$ cat src/rtl/wlfc_pkg.sv
`timescale 1ns/1ps
package wlfc_pkg;

  typedef enum logic {
    LINK_SEND = 1'b0,
    LINK_HALT = 1'b1
  } link_cmd_e;

  // Space needed above the upper level: launches still possible after
  // the halt decision plus phits already on the forward path.
  function automatic int unsigned loop_slack(input int unsigned fwd_lat,
                                             input int unsigned bc_lat);
    return fwd_lat + bc_lat + 2;
  endfunction

endpackage

$ cat src/rtl/wlfc_rst_sync.sv
`timescale 1ns/1ps
module wlfc_rst_sync (
  input  logic clk,
  input  logic rst_ni,
  output logic rst_sync_no
);

  logic [1:0] sync_q;

  always_ff @(posedge clk or negedge rst_ni) begin
    if (!rst_ni) begin
      sync_q <= 2'b00;
    end else begin
      sync_q <= {sync_q[0], 1'b1};
    end
  end

  assign rst_sync_no = sync_q[1];

endmodule

$ cat src/rtl/wlfc_delay_line.sv
`timescale 1ns/1ps
module wlfc_delay_line #(
  parameter int unsigned W      = 1,
  parameter int unsigned STAGES = 1
) (
  input  logic         clk,
  input  logic         rst_ni,
  input  logic [W-1:0] d_i,
  output logic [W-1:0] q_o
);

  logic [W-1:0] stage_q [STAGES];
  logic [W-1:0] stage_d [STAGES];

  for (genvar g = 0; g < STAGES; g++) begin : g_stage
    if (g == 0) begin : g_head
      always_comb stage_d[g] = d_i;
    end else begin : g_body
      always_comb stage_d[g] = stage_q[g-1];
    end

    always_ff @(posedge clk or negedge rst_ni) begin
      if (!rst_ni) begin
        stage_q[g] <= '0;
      end else begin
        stage_q[g] <= stage_d[g];
      end
    end
  end

  assign q_o = stage_q[STAGES-1];

endmodule

$ cat src/rtl/wlfc_rx_fifo.sv
`timescale 1ns/1ps
module wlfc_rx_fifo #(
  parameter int unsigned W     = 8,
  parameter int unsigned DEPTH = 16,
  localparam int unsigned PTR_W = (DEPTH > 1) ? $clog2(DEPTH) : 1,
  localparam int unsigned CNT_W = $clog2(DEPTH + 1)
) (
  input  logic             clk,
  input  logic             rst_ni,
  input  logic             push_i,
  input  logic [W-1:0]     data_i,
  input  logic             pop_i,
  output logic [W-1:0]     data_o,
  output logic [CNT_W-1:0] fill_o
);

  localparam logic [PTR_W-1:0] LAST_IDX = PTR_W'(DEPTH - 1);
  localparam logic [CNT_W-1:0] FULL_CNT = CNT_W'(DEPTH);

  logic [W-1:0]     mem_q [DEPTH];
  logic [PTR_W-1:0] rd_q, rd_d;
  logic [PTR_W-1:0] wr_q, wr_d;
  logic [CNT_W-1:0] cnt_q, cnt_d;
  logic             wr_en, rd_en;

  always_comb begin
    wr_en = push_i && (cnt_q != FULL_CNT || pop_i);
    rd_en = pop_i && (cnt_q != '0);
    rd_d  = rd_q;
    wr_d  = wr_q;
    cnt_d = cnt_q;
    if (rd_en) begin
      rd_d = (rd_q == LAST_IDX) ? '0 : rd_q + 1'b1;
    end
    if (wr_en) begin
      wr_d = (wr_q == LAST_IDX) ? '0 : wr_q + 1'b1;
    end
    unique case ({wr_en, rd_en})
      2'b10:   cnt_d = cnt_q + 1'b1;
      2'b01:   cnt_d = cnt_q - 1'b1;
      default: cnt_d = cnt_q;
    endcase
  end

  always_ff @(posedge clk or negedge rst_ni) begin
    if (!rst_ni) begin
      rd_q  <= '0;
      wr_q  <= '0;
      cnt_q <= '0;
    end else begin
      rd_q  <= rd_d;
      wr_q  <= wr_d;
      cnt_q <= cnt_d;
    end
  end

  // Storage carries no reset; only pointers and count do.
  always_ff @(posedge clk) begin
    if (wr_en) begin
      mem_q[wr_q] <= data_i;
    end
  end

  assign data_o = mem_q[rd_q];
  assign fill_o = cnt_q;

  // a write never meets a full buffer without a matching read
  p_no_overflow_r8: assert property (@(posedge clk) disable iff (!rst_ni)
    push_i |-> (cnt_q != FULL_CNT) || pop_i);

  // occupancy moves by at most one per cycle
  p_fill_step_r7: assert property (@(posedge clk) disable iff (!rst_ni)
    (cnt_q == $past(cnt_q)) || (cnt_q == $past(cnt_q) + 1'b1) ||
    (cnt_q == $past(cnt_q) - 1'b1));

  // the sink is never offered a read from an empty buffer
  p_pop_nonempty_r9: assert property (@(posedge clk) disable iff (!rst_ni)
    pop_i |-> cnt_q != '0);

endmodule

$ cat src/rtl/wlfc_watermark.sv
`timescale 1ns/1ps
module wlfc_watermark
  import wlfc_pkg::*;
#(
  parameter int unsigned DEPTH = 16,
  parameter int unsigned SLACK = 7,
  localparam int unsigned CNT_W = $clog2(DEPTH + 1)
) (
  input  logic             clk,
  input  logic             rst_ni,
  input  logic [CNT_W-1:0] fill_i,
  input  logic [CNT_W-1:0] hi_i,
  input  logic [CNT_W-1:0] lo_i,
  output logic             stop_o
);

  localparam logic [CNT_W-1:0] HI_LIMIT = CNT_W'(DEPTH - SLACK);

  link_cmd_e cmd_q, cmd_d;

  always_comb begin
    cmd_d = cmd_q;
    if (fill_i > hi_i) begin
      cmd_d = LINK_HALT;
    end else if (fill_i <= lo_i) begin
      cmd_d = LINK_SEND;
    end
  end

  always_ff @(posedge clk or negedge rst_ni) begin
    if (!rst_ni) begin
      cmd_q <= LINK_SEND;
    end else begin
      cmd_q <= cmd_d;
    end
  end

  assign stop_o = (cmd_q == LINK_HALT);

  // occupancy past the upper level yields halt next cycle
  p_stop_r2: assert property (@(posedge clk) disable iff (!rst_ni)
    (fill_i > hi_i) |=> stop_o);

  // occupancy at or below the lower level yields send next cycle
  p_go_r3: assert property (@(posedge clk) disable iff (!rst_ni)
    (fill_i <= lo_i) |=> !stop_o);

  // between the levels the indication is held
  p_hold_r4: assert property (@(posedge clk) disable iff (!rst_ni)
    (fill_i > lo_i && fill_i <= hi_i) |=> $stable(stop_o));

  // level ordering and loop headroom
  p_marks_order_r8: assert property (@(posedge clk) disable iff (!rst_ni)
    lo_i < hi_i);
  p_headroom_r8: assert property (@(posedge clk) disable iff (!rst_ni)
    hi_i <= HI_LIMIT);

endmodule

$ cat src/rtl/wlfc_link.sv
`timescale 1ns/1ps
module wlfc_link
  import wlfc_pkg::*;
#(
  parameter int unsigned PHIT_W  = 8,
  parameter int unsigned DEPTH   = 16,
  parameter int unsigned FWD_LAT = 3,
  parameter int unsigned BC_LAT  = 2,
  localparam int unsigned CNT_W  = $clog2(DEPTH + 1)
) (
  input  logic              clk,
  input  logic              rst_n,
  input  logic              src_valid,
  input  logic [PHIT_W-1:0] src_phit,
  output logic              src_ready,
  output logic              snk_valid,
  output logic [PHIT_W-1:0] snk_phit,
  input  logic              snk_ready,
  input  logic [CNT_W-1:0]  hi_mark,
  input  logic [CNT_W-1:0]  lo_mark,
  output logic              stop_bc,
  output logic [CNT_W-1:0]  fill
);

  localparam int unsigned SLACK = loop_slack(FWD_LAT, BC_LAT);
  localparam int unsigned LANE_W = PHIT_W + 1;

  logic              rst_int_n;
  logic              halt_seen;
  logic              launch;
  logic [LANE_W-1:0] lane_in, lane_out;
  logic              rx_push;
  logic              rx_pop;
  logic              halt_raw;

  wlfc_rst_sync u_rst (
    .clk        (clk),
    .rst_ni     (rst_n),
    .rst_sync_no(rst_int_n)
  );

  // Sender: launches only while the delayed indication says send.
  always_comb begin
    src_ready = !halt_seen;
    launch    = src_valid && src_ready;
    lane_in   = {launch, src_phit};
  end

  wlfc_delay_line #(.W(LANE_W), .STAGES(FWD_LAT)) u_fwd (
    .clk   (clk),
    .rst_ni(rst_int_n),
    .d_i   (lane_in),
    .q_o   (lane_out)
  );

  assign rx_push   = lane_out[PHIT_W];
  assign snk_valid = (fill != '0);
  assign rx_pop    = snk_valid && snk_ready;

  wlfc_rx_fifo #(.W(PHIT_W), .DEPTH(DEPTH)) u_fifo (
    .clk   (clk),
    .rst_ni(rst_int_n),
    .push_i(rx_push),
    .data_i(lane_out[PHIT_W-1:0]),
    .pop_i (rx_pop),
    .data_o(snk_phit),
    .fill_o(fill)
  );

  wlfc_watermark #(.DEPTH(DEPTH), .SLACK(SLACK)) u_mark (
    .clk   (clk),
    .rst_ni(rst_int_n),
    .fill_i(fill),
    .hi_i  (hi_mark),
    .lo_i  (lo_mark),
    .stop_o(halt_raw)
  );

  assign stop_bc = halt_raw;

  wlfc_delay_line #(.W(1), .STAGES(BC_LAT)) u_back (
    .clk   (clk),
    .rst_ni(rst_int_n),
    .d_i   (halt_raw),
    .q_o   (halt_seen)
  );

  // nothing enters the forward path while the sender is halted
  p_gate_r6: assert property (@(posedge clk) disable iff (!rst_int_n)
    (src_valid && !src_ready) |=> !u_fwd.stage_q[0][PHIT_W]);

endmodule

$ cat config.mk
export PLATFORM = sky130hd
export DESIGN_NAME = wlfc_link
export DESIGN_NICKNAME = d
export VERILOG_FILES = /design/src/rtl/wlfc_pkg.sv /design/src/rtl/wlfc_rst_sync.sv /design/src/rtl/wlfc_delay_line.sv /design/src/rtl/wlfc_rx_fifo.sv /design/src/rtl/wlfc_watermark.sv /design/src/rtl/wlfc_link.sv
export SDC_FILE = /design/constraint.sdc
export NUM_CORES = 1
export LEC_CHECK = 0
export BUFFER_PORTS_ARGS = -buffer_cell sky130_fd_sc_hd__buf_4
export CORE_ASPECT_RATIO = 1.1
export CORE_MARGIN = 5
export CORE_UTILIZATION = 45
export DETAILED_ROUTE_END_ITERATION = 7
export PLACE_DENSITY_LB_ADDON = 0.15
export SLEW_MARGIN = 15
export SYNTH_ARGS = -nofsm -noshare
export SYNTH_HDL_FRONTEND = slang
export SYNTH_SLANG_ARGS = --single-unit
$ cat constraint.sdc
create_clock -name clk -period 2.2 [get_ports clk]
set_input_delay 0.33 -clock clk [delete_from_list [all_inputs] [get_ports clk]]
set_output_delay 0.33 -clock clk [all_outputs]
set_load 0.005 [all_outputs]
# Word level (Yosys, flattened, before mapping)
# Memories as Yosys holds them, arrays and structs flattened.
# Index checks and enable logic that the tools add are counted.
# op_classes
mux	7
order_cmp	2
reduce_logical	9
n_eq_ne	5
add_sub_neg	4
# op_table
cell	count
5-bit case mux with 2 select lines	1
4-bit by 1-bit adder with 4-bit output (second input constant)	2
4-bit equality test (second input constant)	2
4-bit two-way mux	2
5-bit by 1-bit adder with 5-bit output (second input constant)	1
5-bit > comparator	1
5-bit less-or-equal comparator	1
5-bit inequality test (second input constant)	1
5-bit nonzero test	1
5-bit by 1-bit subtractor with 5-bit output (second input constant)	1
1-bit logical AND	4
1-bit two-way mux	4
2-bit nonzero test	2
2-bit by 1-bit equality test with 1-bit output (second input constant)	1
2-bit equality test (second input constant)	1
1-bit zero test	1
1-bit logical OR	1
# totals
regBits	45
inputBits	22
memories	1
wordCells	38
ramBits	128
# memory_table
name	depth	word_bits	read_ports	rd_clocked_by_memory_dff	wr	line	source
u_fifo.mem_q	16	8	1	0	1	wlfc_rx_fifo.sv:20	logic [W-1:0] mem_q [DEPTH];

# Logic depth before layout (Yosys ltp)
# Gate-level depths: netlist of the first run.
# depth
ltp_word	6
mapped_depth	12
mapped_depth_nobuf	10

# Cells and area by module
# From an unflattened synthesis of the first run, not the netlist that was laid out.
# hier_totals
cells_unflattened	380
hier_area_um2	6861.6
# by_module_without_submodules
module	n_inst	area_each_um2	cells_each
wlfc_rx_fifo	1	5766.8	306
wlfc_delay_line (u_fwd)	1	675.6	27
wlfc_watermark	1	280.3	36
wlfc_rst_sync	1	53.8	3
wlfc_delay_line (u_back)	1	50.0	2
wlfc_link	1	35.0	6

# Worst setup path before layout of the first run
# OpenSTA, ideal clock, no wires.
# synth_path
kind	flip-flop to flip-flop
start	reg u_fifo.cnt_q[1], in the netlist u_fifo.fill_o[1]
end	reg u_fifo.cnt_q[4], in the netlist u_fifo.fill_o[4]
stages_incl_launch_ff	13
slack_ns	-0.627
synth_period_minus_slack_ns	2.827
n_path_buf	2
setup_ns	0.123
arrival_ns	2.704
path_cell_list	dfrtp_1 buf_6 or4_4 o21a_1 inv_1 ha_1 clkbuf_1 xor2_1 ha_1 o211a_1 o31ai_1 a31oi_1 xnor2_1
# synth_between
elab_chain_cells	6
word_cells_on_any_way	12
# synth_lines
element	line	source
start, declared	wlfc_rx_fifo.sv:23	logic [CNT_W-1:0] cnt_q, cnt_d;
start signal, assigned	wlfc_rx_fifo.sv:53	cnt_q <= cnt_d;
5-bit nonzero test	wlfc_rx_fifo.sv:28, wlfc_link.sv:57	
1-bit logical AND	wlfc_link.sv:58	assign rx_pop = snk_valid && snk_ready;
1-bit logical OR	wlfc_rx_fifo.sv:27	wr_en = push_i && (cnt_q != FULL_CNT || pop_i);
1-bit logical AND	wlfc_rx_fifo.sv:27	
2-bit by 1-bit equality test with 1-bit output / 2-bit equality test (equally long branches)	wlfc_rx_fifo.sv:38	unique case ({wr_en, rd_en})
5-bit case mux with 2 select lines / 2-bit nonzero test (equally long branches)	-	
# Several ways; a longest one is shown, not always the timed one.
# A chain may end at the register's enable or synchronous reset.

# Worst setup path in the final report of the first run
# layout_path
start	reg u_fifo.cnt_q[1], in the netlist u_fifo.fill_o[1]
end	reg u_fifo.cnt_q[4], in the netlist u_fifo.fill_o[4]
# layout_between
word_cells_on_any_way	12
# layout_rtl
element	line	source
5-bit nonzero test *	wlfc_rx_fifo.sv:28, wlfc_link.sv:57	
1-bit logical AND	wlfc_link.sv:58	
1-bit logical AND *	wlfc_rx_fifo.sv:28	rd_en = pop_i && (cnt_q != '0);
named net u_fifo.rd_en	wlfc_rx_fifo.sv:24	logic wr_en, rd_en;
2-bit by 1-bit equality test with 1-bit output / 2-bit equality test (equally long branches)	wlfc_rx_fifo.sv:38	
5-bit case mux with 2 select lines / 2-bit nonzero test (equally long branches)	-	
# Mark *: on every way through the listed nets, which the timed path passes. The rest lies on a longest branch.

==> out/results.ini, run 1 <==
[outcome]
status = finished with violations
failed_checks = negative setup slack

[sta]
fin_skew_ps = 16.6
max_freq_mhz = 418
hold_ws_ps = 127
setup_violations = 11
slew_headroom_pct = 50.7
worst_pin_slew_ps = 740
setup_slack_ps = -190
min_period_over_period_pct = 109
period_needed_ps = 2390
hold_violations = 0
rsz0062_at_grt = yes
drv_slew = 0
finalSetupTns_ps = -1540

[synthesis]
synth_ff_type = edfxtp_1
async_reset_ff_share_pct = 26.0
syn_area_per_cell_um2 = 16.7
synth_cell_types = 37
synth_area_leader_cell = edfxtp_1
yosysWarnings = 0
synth_area_leaders = edfxtp_1, dfrtp_1, mux4_2
synth-edff-count = 128
yosysTopAreaCellShare_pct = 55.8
ys_seq_area_share_pct = 72.2
ys_ff_latch = 173
syn-num-nets = 453
synthCells = 412
synthesis.area_um2 = 6880

[flow_run]
drv_cap = 0

[min_path]
hp-class = input port to register
hold_depth = 2

[global_routing]
overflow = 0
grt_first_pass_wirelength_um = 21800
grt_max_degree = 32
grt.total_usage_pct = 16.1
grt_pass1_vias = 3880
antenna_found_initial = 0

[setup_path]
cp-start-kind = register
worstSetupEndpointType = register
cp_top_family = compound AO/OA/AOI/OAI gates
cpPeakStageDelay_ps = 560
crit_path_cell_trace = or4_4 > o21a_4 > ha_4 > xor2_1 > ha_2 > o211a_1 > o31ai_2 > a31oi_1 > xnor2_1
cp_max_fo = 3
cp.arrival_ps = 2690
crit_cells = 9
crit_buf_inv = 0
critPathKind = register to register
slowest_stage = or4_4
rr_worst_depth = 9
worstPathRequired_ps = 2500

[clocking]
cts_tree = built
cts_buffer_depth = 2
cts_buffers = 17
insertion_delay_ps = 430
clk_pin_slew_worst_paths_ps = 60
htree_num_levels = 4
cts_sinks = 173
cts-root-buf = clkbuf_16

[layout]
diodes = 0
drive_above_1_share_pct = 34.4
fillers = 1204
syn_to_final_growth_pct = 24.2
stdcell_count = 702
fin_nets = 534

[floorplan]
io_pins = 38
die_w_um = 128
rows = 47
fp.dieArea_um2 = 17900
initial_core_util_pct = 45.7
die_h_um = 140
core_area_um2 = 15100

[detailed_routing]
totalWireLength_um = 13700
vias = 3767
antenna_left = 0
dr.pass1.iters = 4
viasPerCell = 5.37
drt_iter0_drc = 240
wire_per_inst_um = 19.5
drc = 0

[pwr]
power_density_nw_per_um2 = 1290
power_w = 0.0110
leakagePower_nw = 3.25
ir_drop_mv = 0.639

[placement]
dp_slack_ps = -267
place_inst = 648
port_buffers = 37
dp_hpwl_um = 8990
gp_congestion = 0.803

cells by family (layout without fill, tap and decap cells):
| group | count (synthesis) | count (layout) | synth area share, % |
|---|---|---|---|
| buffers and inverters | 35 | 129 | 2.24 |
| XOR/XNOR | 8 | 8 | 1.02 |
| AND/OR/NAND/NOR | 54 | 54 | 4.14 |
| adder cells (fa/ha/maj) | 19 | 19 | 3.45 |
| flip-flops | 173 | 173 | 72.2 |
| multiplexers | 51 | 51 | 10.5 |
| AO/OA/AOI/OAI | 71 | 71 | 6.36 |
| other | 1 | 1 | 0.0545 |
where the power goes:
| part | total (W) | switching (W) | internal (W) |
|---|---|---|---|
| registers | 0.00412 | 0.000284 | 0.00384 |
| clock network | 0.00282 | 0.00122 | 0.00161 |
| logic | 0.00405 | 0.00195 | 0.00210 |
| total | 0.0110 | 0.00345 | 0.00754 |
state kept, by name, summed over array words and instances, names as in the netlist:
name            cells
u_fifo.rd_q         4
u_fifo.wr_q         4
u_fwd.stage_d      18
u_mark.stop_o       1
u_back.stage_d      1
u_rst.sync_q        2
u_back.q_o          1
u_fwd.q_o           9
u_fifo.fill_o       5
u_fifo.mem_q      128
metal layers:
layer  vias up  global-route usage (%)  wire length (um)
met5         -                       0                 0
met4         0                    5.03               128
met3         9                    3.41               405
met2        76                    26.0              7020
met1      1940                    21.9              6130
li1       1742                       -                 -
stage by stage:
| stage | utilization [%] | area, um2 |
|---|---|---|
| 5_1_grt | 56.8 | 8550 |
| 2_1_floorplan | - | 6920 |
| 3_5_place_dp | 50.0 | 7530 |
| 3_3_place_gp | 50.0 | 7530 |
| 6_report | 56.8 | 8550 |
| 4_1_cts | 55.8 | 8400 |
layout make-up:
cell class                 count  area, um2  share of cell area, %
sequential                   173       4970                   58.2
multi-input combinational    204       1950                   22.9
timing repair buffer          79        743                   8.70
clock buffer                  22        489                   5.72
tap                          196        245                   2.87
clock inverter                10       75.1                  0.878
inverter                      18       67.6                  0.791
Yosys cell counts, drive strengths merged (5+ instances only):
cell,count
a21oi,14
a221oi,8
a22oi,9
and2,9
and3,9
buf,9
clkbuf,8
dfrtp,45
edfxtp,128
ha,19
inv,18
mux2,11
mux2i,24
mux4,16
nand2,21
nand3,5
o21ai,27
path summary, 6_finish.rpt:
path,end,from,slack [ps]
setup / recovery,u_fifo.fill_o[4],u_fifo.fill_o[1],-190
hold / removal,u_fwd.stage_d[17],src_valid,130
setup reg to reg,u_fifo.fill_o[4],u_fifo.fill_o[1],-190
hold reg to reg,u_fwd.q_o[4],u_rst.sync_q[1],300
max in group asynchronous,u_fwd.stage_d[3],u_rst.sync_q[1],1270
min in group asynchronous,u_rst.sync_q[0],rst_n,220
timing repair:
action	4_1_cts	5_1_grt
resized for setup	31	39
pin swaps	23	16
gates cloned	2	0
buffers inserted	10	2
endpoints found under the setup margin	12	68
hold endpoints to repair	9	1
hold buffers	8	1
cell usage in the layout, fill, tap and decap left out, drive strengths merged, types with 5 or more instances in the layout:
master / instances
clkbuf: 22
mux2: 11
inv: 26
dfrtp: 45
a21oi: 14
o21ai: 27
nand3: 5
mux2i: 24
a22oi: 9
mux4: 16
ha: 19
and3: 9
edfxtp: 128
dlygate4sd3: 9
and2: 9
nand2: 21
buf: 70
a221oi: 8
Note: power is estimated with default switching activity, not from simulation.
==> run 2, diff against run 1 <==
- clock period: 2.2 -> 2.4 ns (I/O delays scaled with it)
==> run 2 against run 1 <==
Effect of this change:
- the run still ends with negative setup slack left
- wire length shrank 5.3%
- critical path depth shrank 3
- core utilization shrank 0.75 points
- final cell count shrank 2.0%
- register-to-register slack gained 190 ps
- die area is the same
- clock skew shrank 7.0 ps
==> out/results.ini, run 2 (same netlist as run 1, synthesis figures left out) <==
[outcome]
status = finished with violations
failed_checks = negative setup slack

[clocking]
cts_sinks = 173
cts_buffer_depth = 2
htree_num_levels = 4
clk_pin_slew_worst_paths_ps = 70
cts_tree = built
insertion_delay_ps = 420
cts-root-buf = clkbuf_16
cts_buffers = 17

[placement]
dp_slack_ps = -49.9
dp_hpwl_um = 8680
port_buffers = 37
placed_area_um2 = 7500
gp_congestion = 0.773

[detailed_routing]
wire_per_inst_um = 18.8
vias = 3655
drt_iter0_drc = 169
antenna_left = 0
totalWireLength_um = 13000
dr.pass1.iters = 4
drc = 0
viasPerCell = 5.31

[layout]
final_core_util_pct = 56.0
design_area_um2 = 8430
drive_above_1_share_pct = 33.3
diodes = 0
multi_input_area_um2 = 1920
final_common_cell = edfxtp_1
largest_reg_flops = 128
fillers = 1198
fin_nets = 520
regMostFlops = u_fifo.mem_q
regArea_um2 = 4970
mostFrequentLayoutCells = edfxtp_1, buf_4, dfrtp_1
syn_to_final_growth_pct = 22.5

[sta]
min_period_over_period_pct = 102
rsz0062_at_grt = yes
hold_ws_ps = 33.8
setup_violations = 8
setup_slack_ps = -58.5
period_needed_ps = 2460
worst_pin_slew_ps = 679
slew_headroom_pct = 54.7
max_freq_mhz = 407
drv_slew = 0
hold_violations = 0
fin_skew_ps = 9.59

[setup_path]
rrSetupSlack_ps = 0
cp.arrival_ps = 2100
rr_worst_depth = 9
worstSetupEndpointType = output port
cp-start-kind = register
timing.rr.end = u_fifo.fill_o[4]
crit-reg2reg-launch = u_fifo.fill_o[1]
worstPathRequired_ps = 2040
critPathKind = register to output port
cp_max_fo = 6

[flow_run]
drv_cap = 0

[global_routing]
antenna_found_initial = 0
grt.total_usage_pct = 16.0
grt_max_degree = 33
grt_first_pass_wirelength_um = 21400
overflow = 0
grt_pass1_vias = 3882

[floorplan]
io_pins = 38
fp.dieArea_um2 = 17900
rows = 47
initial_core_util_pct = 45.7
core_area_um2 = 15100
die_h_um = 140
die_w_um = 128

[min_path]
hold_start = src_phit[1]
whs_endpoint = u_fwd.stage_d[10]
hp-class = input port to register
hold_depth = 1

[pwr]
power_w = 0.0101
ir_drop_mv = 0.651
leakagePower_nw = 3.19
power_density_nw_per_um2 = 1200

-- run 2: cell count changes in the layout (fill, tap and decap cells not counted), moves of 3 or more --
cell,previous run,this run
clkinv_4,0,3
and2_2,5,1
buf_4,56,52
and2_4,4,1
and2_1,0,7
dlygate4sd3_1,9,1
-- run 2: critical path, stage by stage (launching register included) --
cell	delay, ps
dfrtp_2	370
buf_12	160
buf_12	140
mux4_2	530
a22oi_2	220
nand2_1	100
buf_4	140
-- run 2: area by class of cell --
| class | instances | share of cell area, % |
|---|---|---|
| multi-input combinational | 204 | 22.8 |
| tap | 196 | 2.91 |
| clock inverter | 12 | 1.36 |
| timing repair buffer | 65 | 7.39 |
| inverter | 18 | 0.801 |
| sequential | 173 | 59.0 |
| clock buffer | 20 | 5.80 |
-- run 2: how the worst max path moves through the flow --
stage                           startpoint          endpoint  slack, ps  cells past startpoint
after CTS                   u_fifo.rd_q[0]       snk_phit[0]        -30                      6
after detailed placement  u_fifo.fill_o[2]  u_fifo.fill_o[4]        -50                      9
after global routing        u_fifo.rd_q[0]       snk_phit[1]       -140                      8
final                       u_fifo.rd_q[0]       snk_phit[1]        -60                      6
after global placement    u_fifo.fill_o[2]  u_fifo.fill_o[4]          5                      9
after floorplan           u_fifo.fill_o[2]  u_fifo.fill_o[4]       -180                     10
-- run 2: where the power goes --
part           switching [W]  internal, W  total [W]
combinational        0.00175      0.00184    0.00359
sequential          0.000267      0.00352    0.00378
clock                0.00121      0.00152    0.00273
-- run 2: routing by layer --
| layer | routed length (um) | part of all wire, % | global-route usage [%] |
|---|---|---|---|
| met1 | 5750 | 44 | 20.7 |
| met2 | 6580 | 51 | 26.1 |
| met3 | 378 | 2.9 | 3.87 |
| met4 | 260 | 2.0 | 6.09 |
| met5 | 0 | 0 | 0 |
-- run 2: stage by stage --
step                      cells  setup TNS, ps
final                       688           -166
after detailed placement    647          -49.9
after global placement      647              0
after floorplan             412           -240
after global routing        688           -917
after CTS                   687           -147
-- run 2: what timing repair did --
action | 4_1_cts | 5_1_grt
gates resized for setup | 46 | 15
cloned | 3 | 0
pin swaps | 20 | 12
buffers inserted | 4 | 1
endpoints found under the setup margin | 10 | 10
hold buffers | 1 | 0
endpoints found under the hold margin | 2 | 0
